File: config.mk
export PLATFORM = sky130hd
export DESIGN_NAME = fefDetector
export DESIGN_NICKNAME = d
export VERILOG_FILES = /design/src/rtl/fefPkg.sv /design/src/rtl/fefControl.sv /design/src/rtl/fefDatapath.sv /design/src/rtl/fefDetector.sv
export SDC_FILE = /design/constraint.sdc
export NUM_CORES = 1
export LEC_CHECK = 0
export ABC_AREA = 1
export BUFFER_PORTS_ARGS = -buffer_cell sky130_fd_sc_hd__buf_2
export CORE_AREA = 5 5 42 44
export CTS_CLUSTER_DIAMETER = 80
export DETAILED_ROUTE_END_ITERATION = 6
export DIE_AREA = 0 0 47 49
export GPL_TIMING_DRIVEN = 0
export SLEW_MARGIN = 15
export SYNTH_ARGS = -nofsm -noshare
export SYNTH_HDL_FRONTEND = slang
export SYNTH_SLANG_ARGS = --single-unit
File: constraint.sdc
create_clock -name clk -period 1.5 [get_ports clk]
set_input_delay 0.3 -clock clk [delete_from_list [all_inputs] [get_ports clk]]
set_output_delay 0.3 -clock clk [all_outputs]
set_load 0.1 [all_outputs]
File: src/rtl/fefPkg.sv
package fefPkg;
  // Strobes from control to datapath, decoded once per valid bit.
  typedef struct packed {
    logic incRun;   // advance the run-of-ones counter
    logic clrRun;   // a zero closed the run
    logic hitPat;   // the closed run had the required length
    logic missPat;  // the pattern sequence is broken
  } fefStrobes_t;
endpackage

File: src/rtl/fefControl.sv
module fefControl
  import fefPkg::*;
(
  input  logic        bitValid,
  input  logic        rxBit,
  input  logic        runAtLen,
  input  logic        runSat,
  output fefStrobes_t strb
);
  always_comb begin
    strb = '0;
    if (bitValid) begin
      if (rxBit) begin
        strb.incRun  = !runSat;
        // one more one than allowed: the period expired with no pattern end
        strb.missPat = runAtLen;
      end else begin
        strb.clrRun  = 1'b1;
        strb.hitPat  = runAtLen;
        strb.missPat = !runAtLen;
      end
    end
  end
endmodule

File: src/rtl/fefDatapath.sv
module fefDatapath
  import fefPkg::*;
#(
  parameter int RUN_LEN = 84,
  parameter int REPEATS = 3
) (
  input  logic        clk,
  input  logic        rst,
  input  fefStrobes_t strb,
  output logic        runAtLen,
  output logic        runSat,
  output logic        patFull
);
  localparam int RUN_MAX = RUN_LEN + 1;
  localparam int RUN_W   = $clog2(RUN_MAX + 1);
  localparam int PAT_W   = $clog2(REPEATS + 1);

  logic [RUN_W-1:0] runCnt;
  logic [PAT_W-1:0] patCnt;

  always_ff @(posedge clk) begin
    if (rst)              runCnt <= '0;
    else if (strb.clrRun) runCnt <= '0;
    else if (strb.incRun) runCnt <= runCnt + RUN_W'(1);
  end

  always_ff @(posedge clk) begin
    if (rst)                         patCnt <= '0;
    else if (strb.missPat)           patCnt <= '0;
    else if (strb.hitPat && !patFull) patCnt <= patCnt + PAT_W'(1);
  end

  assign runAtLen = (runCnt == RUN_W'(RUN_LEN));
  assign runSat   = (runCnt == RUN_W'(RUN_MAX));
  assign patFull  = (patCnt == PAT_W'(REPEATS));
endmodule

File: src/rtl/fefDetector.sv
module fefDetector
  import fefPkg::*;
#(
  parameter int RUN_LEN = 84,
  parameter int REPEATS = 3
) (
  input  logic clk,
  input  logic rst,
  input  logic bitValid,
  input  logic rxBit,
  output logic fefIndicate
);
  fefStrobes_t strb;
  logic runAtLen;
  logic runSat;
  logic patFull;

  fefControl u_ctrl (
    .bitValid (bitValid),
    .rxBit    (rxBit),
    .runAtLen (runAtLen),
    .runSat   (runSat),
    .strb     (strb)
  );

  fefDatapath #(.RUN_LEN(RUN_LEN), .REPEATS(REPEATS)) u_dp (
    .clk      (clk),
    .rst      (rst),
    .strb     (strb),
    .runAtLen (runAtLen),
    .runSat   (runSat),
    .patFull  (patFull)
  );

  assign fefIndicate = patFull;
endmodule

# Word-level counts from Yosys, hierarchy flattened
# Index checks and enable logic that the tools add are counted.
totals:
  regBits: 9
  input_bits: 4
  wordCells: 17
op_classes:
  add_sub_neg: 2
  eq_ne: 3
  muxes: 4
  reduce_logical: 6
op_table:
  columns: ["op", "n"]
  rows:
  - ["7-bit == test, second input constant", 2]
  - ["7-bit by 1-bit adder with 7-bit output, second input constant", 1]
  - ["4-bit 2-to-1 mux", 1]
  - ["2-bit OR reduction", 2]
  - ["1-bit zero test", 3]
  - ["2-bit by 1-bit adder with 2-bit output, second input constant", 1]
  - ["2-bit == test, second input constant", 1]
  - ["1-bit 2-to-1 mux", 2]
  - ["2-bit 2-to-1 mux", 1]
  - ["1-bit logical AND", 1]

# Logic depth before layout (Yosys ltp)
logic_depth:
  depth_word: 5
  depth_mapped: 9
  mapped_depth_nobuf: 9

# Cells and area by module
# From an unflattened synthesis, not the netlist that was laid out.
unflattened:
  cells_unflattened: 72
  hier_area_um2: 500.5
modules_own_cells:
  columns: ["mod", "n_inst", "cells_per_inst", "area_each_um2", "seq_area_each_um2"]
  rows:
  - ["fefDatapath", 1, 62, 454.2, 180.2]
  - ["fefControl", 1, 10, 46.3, 0.0]

# Worst setup path before layout
# No wires, ideal clock.
synth_timing:
  path_type: "reg-to-reg"
  startpoint: "register u_dp.patCnt[0]"
  endpoint: "register u_dp.patCnt[0]"
  setup_ps: 70
  arrival_ps: 1533
  required_time_ps: 1430
  setup_slack_ps: -103
  stages_incl_launch_ff: 6
  synth_period_minus_slack_ps: 1603
  path_cell_list: "dfxtp_1 -> ha_1 -> nor2_1 -> nand2_1 -> o21ai_1 -> a21oi_1"
synth_between:
  elab_chain_len: 3
  elab_cells_between_ends: 4
  cone_classes: "add/sub (1); eq/ne (1); reduce/logical (2)"
synth_lines:
  columns: ["item", "line", "source"]
  rows:
  - ["start, declared", "fefDatapath.sv:19", "logic [PAT_W-1:0] patCnt;"]
  - ["start signal, assigned", "fefDatapath.sv:30", "else if (strb.hitPat && !patFull) patCnt <= patCnt + PAT_W'(1);"]
  - ["2-bit == test", "fefDatapath.sv:35", "assign patFull = (patCnt == PAT_W'(REPEATS));"]
  - ["named net fefIndicate", "fefDetector.sv:11", "output logic fefIndicate"]
  - ["1-bit zero test", "fefDatapath.sv:30", null]
  - ["1-bit logical AND", "fefDatapath.sv:30", null]
# The timed path passes the listed nets, and every way through them passes these cells.
# A chain may end at the register's enable or synchronous reset.

# Worst setup path after layout
layout_timing:
  startpoint: "register u_dp.runCnt[0]"
  endpoint: "register u_dp.patCnt[0]"
layout_between:
  elab_chain_len: 5
  elab_cells_between_ends: 7
  cone_classes: "eq/ne (1); mux (3); reduce/logical (3)"
layout_lines:
  columns: ["item", "line", "source"]
  rows:
  - ["start, declared", "fefDatapath.sv:18", "logic [RUN_W-1:0] runCnt;"]
  - ["start signal, assigned", "fefDatapath.sv:24", "else if (strb.incRun) runCnt <= runCnt + RUN_W'(1);"]
  - ["7-bit == test *", "fefDatapath.sv:33", "assign runAtLen = (runCnt == RUN_W'(RUN_LEN));"]
  - ["1-bit zero test", "fefControl.sv:20", "strb.missPat = !runAtLen;"]
  - ["1-bit 2-to-1 mux", "fefControl.sv:13", "if (rxBit) begin"]
  - ["4-bit 2-to-1 mux *", "fefControl.sv:12", "if (bitValid) begin"]
  - ["2-bit OR reduction (no source line)", null, null]
# Mark *: on every way between the ends. The rest lies on a longest branch, timed or not.

==> run summary <==
The number of cell rows came out at 14. In this design, the critical path's most frequently occurring cell is sky130_fd_sc_hd__ha_1. The area fraction of the dominant cell type after synthesis is 28.8%. The post-synthesis net count is 106. The first global-routing pass estimated between 2 and 2.5 mm of wire. The share of post-route cells with drive strength above 1 came out at 28.6%.

The CTS root buffer is sky130_fd_sc_hd__clkbuf_4. The number of buffers between clock root and the deepest sink came out at 2. For the worst setup path, the data required time is 1.69 ns. The total grt overflow is 0. The total power per unit cell area is ~700 mW/mm2. The initial utilization of the core area, before any placement, comes to 44.6%. The final routed DRC violation total is 0.

Buffers placed on the I/O ports in this run total 4. The antenna diode count came out at 0. The clock period minus final worst setup slack is approximately 1.4 ns.

The overall die width is 47 um. The switching power share of the total is a little over a quarter. After synthesis the netlist holds a flip-flop and latch count of 9. The worst hold slack across all endpoints is 0.323 ns.

The number of cells in the finished layout apart from fillers came out at approximately 120. The highest cell delay on the worst timing path came out at roughly 0.37 ns. The number of filler instances in the final layout came out at 154. The CTS H-tree depth came out at 1. The unique cell type count in the Yosys netlist came out at 16. The overall die area is between 0.002 and 0.0025 mm2.

Compared with the post-synthesis result, the final layout area differs by 13.6%. The average footprint of a synthesized cell is roughly 6.4 um2. The iteration-0 DRC count of the detailed router is 10. The most used flip-flop cell after synthesis is sky130_fd_sc_hd__dfxtp_1. The pin slew with the least headroom to its limit came out at 0.364 ns. The proportion of register bits with asynchronous set or reset after synthesis is 0%. The total via count in the routed design is roughly 560. The final cycle utilization of the critical path is between 90% and 100%. The average wire per standard cell is a little under 10 um. The first detailed-routing pass took 4 iterations. TritonCTS built the clock tree. The path category of the worst min-delay check is in -> reg. The critical path data arrival time came out at about 1.6 ns. The maximum fanout encountered on the critical timing path is 5. The clock sink total came out at 9. The largest area contributor in the netlist is sky130_fd_sc_hd__dfxtp_1. TritonCTS created 3 clock buffers. In the post-synthesis netlist, the cell with the most instances is sky130_fd_sc_hd__nand2_1. The post-route setup TNS came out at 0 ns. The buffers inserted during post-CTS setup optimization came out at 0. The max-slew violation total from the final report is 0.

The cell total after placement is roughly 120. The net count reported at finish is 115. The proportion of power drawn by the clock network came out at 39.5%. The clock transition at the registers of the reported paths is 0.07 ns. The area of the mapped netlist came out at 626 um2. The number of warning messages in the yosys log came out at 0. The number of primary I/O pins came out at 5.

In the global route stage, overall resource usage came out at between 10 and 15%. The relative slew slack came out at about 76%. The setup slack after placement came out at about 0.02 ns. In the post-synthesis netlist, the biggest area contributors are sky130_fd_sc_hd__dfxtp_1 29%, sky130_fd_sc_hd__nand2_1 13%, sky130_fd_sc_hd__ha_1 10%. After synthesis, the most frequently instantiated cells are 22 x sky130_fd_sc_hd__nand2_1, 14 x sky130_fd_sc_hd__inv_1, 13 x sky130_fd_sc_hd__nor2_1. The internal portion of the total power is ~0.36 mW. In this run, the combinational gates consume 10.7% of the power. The post-detailed-placement half-perimeter wirelength came out at 893 um. The clock reaches the later pin of the worst-skew pair after around 0.26 ns.

The worst ir drop on vdd came out at around 360 uV. The sequential cell fraction of total power came out at between 40% and 50%. The count of hold buffers inserted by post-cts repair came out at 0. Setup violations remaining at the end of the flow were counted as 0. Max-cap violations in this run came to 0. The total net switching power is between 0.1 and 0.15 mW. STA classifies the critical path startpoint as a flop. The largest net degree at the start of global routing came out at 8.

Routability-driven placement finished with a final weighted congestion of roughly 0.72. The cell count after synthesis came out at between 90 and 100. The mean number of vias per cell is between 4 and 5.

The highest attainable clock frequency came out at a little over 700 MHz. After layout, the design draws a total of about 0.5 mW. The flow ran to the end, and the final reports show no timing, DRC or antenna violations. The slowest stage of the critical path is the sky130_fd_sc_hd__dfxtp_4 cell. The worst-case clock skew is about 0.0015 ns. The detail route stage leaves a number of antenna-violating nets equal to 0. The overall die height is ~49 um. The critical path in this run is classified as reg -> reg. The aggregate routed wire length came out at ~1.2 mm.

The via count of the first global-routing pass came to just under 500. The number of antenna violations at the first check in global routing came out at 0. Walking the worst path, the cells encountered are inv_1 -> ha_1 -> nand2_1 -> nor2_1 -> ha_1 -> a21oi_2 -> o21ai_1 -> a21oi_1. The number of enable flip-flop cells after synthesis came out at 0. The count of endpoints failing hold in the final timing report is 0. The leakage dissipation is between 0.3 and 0.4 nW. STA classifies the critical path endpoint as a flop.

The sequential-to-total area share from yosys stat is 28.8%. The floorplan step defined a core boundary enclosing between 0.001 and 0.0015 mm2. The minimum setup slack in the final design came out at 0.0909 ns.
## timing repair
item | CTS | global route
pin swaps | 0 | 1
endpoints found under the setup margin | 2 | 2
gates resized for setup | 3 | 5
## sequential cells by signal (all words and copies together) (netlist names)
signal / count
u_dp.runCnt: 7
u_dp.patCnt: 2
## routing by layer
| metal | global-route usage, % | vias to the layer above | wire (um) | share of wire (%) |
|---|---|---|---|---|
| met4 | 6.91 | 0 | 10 | 0.83 |
| met2 | 18.3 | 3 | 581 | 48 |
| li1 | - | 308 | - | - |
| met3 | 4.43 | 2 | 37 | 3.1 |
| met1 | 15.0 | 243 | 571 | 48 |
| met5 | 0 | - | 0 | 0 |
## cell type report
class,count,area [um2],area share (%)
clock buffer,4,26.3,3.70
inverter,21,78.8,11.1
multi-input combinational,67,375,52.8
sequential,9,188,26.4
tap,16,20.0,2.82
timing repair buffer,4,22.5,3.17
## power by group through the flow
stage                     combinational, mW  clock [mW]  sequential [mW]
after floorplan                      0.0343           0            0.253
after global placement               0.0509           0            0.254
after global routing                 0.0625       0.214            0.249
final                                0.0535       0.197            0.248
after CTS                            0.0521       0.206            0.249
after detailed placement             0.0517           0            0.254
## per-stage QoR
| step | util [%] | cell area (um2) |
|---|---|---|
| finish | 50.7 | 711 |
| global route | 50.7 | 711 |
| CTS | 49.9 | 699 |
| detailed placement | 47.7 | 668 |
| global placement | 47.7 | 668 |
| floorplan | - | 628 |
## final timing paths
path                                startpoint             end  slack (ns)  cells after the start
worst max-delay path            u_dp.runCnt[0]  u_dp.patCnt[0]        0.09                      8
worst min-delay path                       rst  u_dp.patCnt[1]        0.32                      4
worst max register to register  u_dp.runCnt[0]  u_dp.patCnt[0]        0.09                      8
worst min register to register  u_dp.patCnt[0]  u_dp.patCnt[0]        0.50                      2
## critical path, delay by kind of cell, from the launching register on
| family | cells | cell delay, ns |
|---|---|---|
| adders and majority gates | 2 | 0.48 |
| AOI/OAI and AO/OA | 3 | 0.33 |
| buffers and inverters | 1 | 0.06 |
| DFF | 1 | 0.37 |
| and+or+nand+nor | 2 | 0.10 |
## layout by cell type, fill, tap and decap left out, types with 3 or more instances in the layout
cell                       instances
sky130_fd_sc_hd__inv_2             5
sky130_fd_sc_hd__nor2_2            3
sky130_fd_sc_hd__ha_1              4
sky130_fd_sc_hd__dfxtp_2           3
sky130_fd_sc_hd__nand3_1          10
sky130_fd_sc_hd__dfxtp_1           5
sky130_fd_sc_hd__clkbuf_4          3
sky130_fd_sc_hd__nor2_1           12
sky130_fd_sc_hd__inv_1            14
sky130_fd_sc_hd__buf_2             3
sky130_fd_sc_hd__nand2_1          22
sky130_fd_sc_hd__nand2_2           4
## cells by family (layout without fill, tap and decap cells)
logic type / after synthesis / count (layout) / synth area share (%)
compound gates: 6 / 6 / 5.40
xor+xnor: 1 / 1 / 1.40
fa+ha+maj: 5 / 5 / 10.0
buf+inv: 21 / 29 / 12.6
flops: 9 / 9 / 28.8
simple gates: 55 / 55 / 41.8
(Power assumes the default switching activity.)
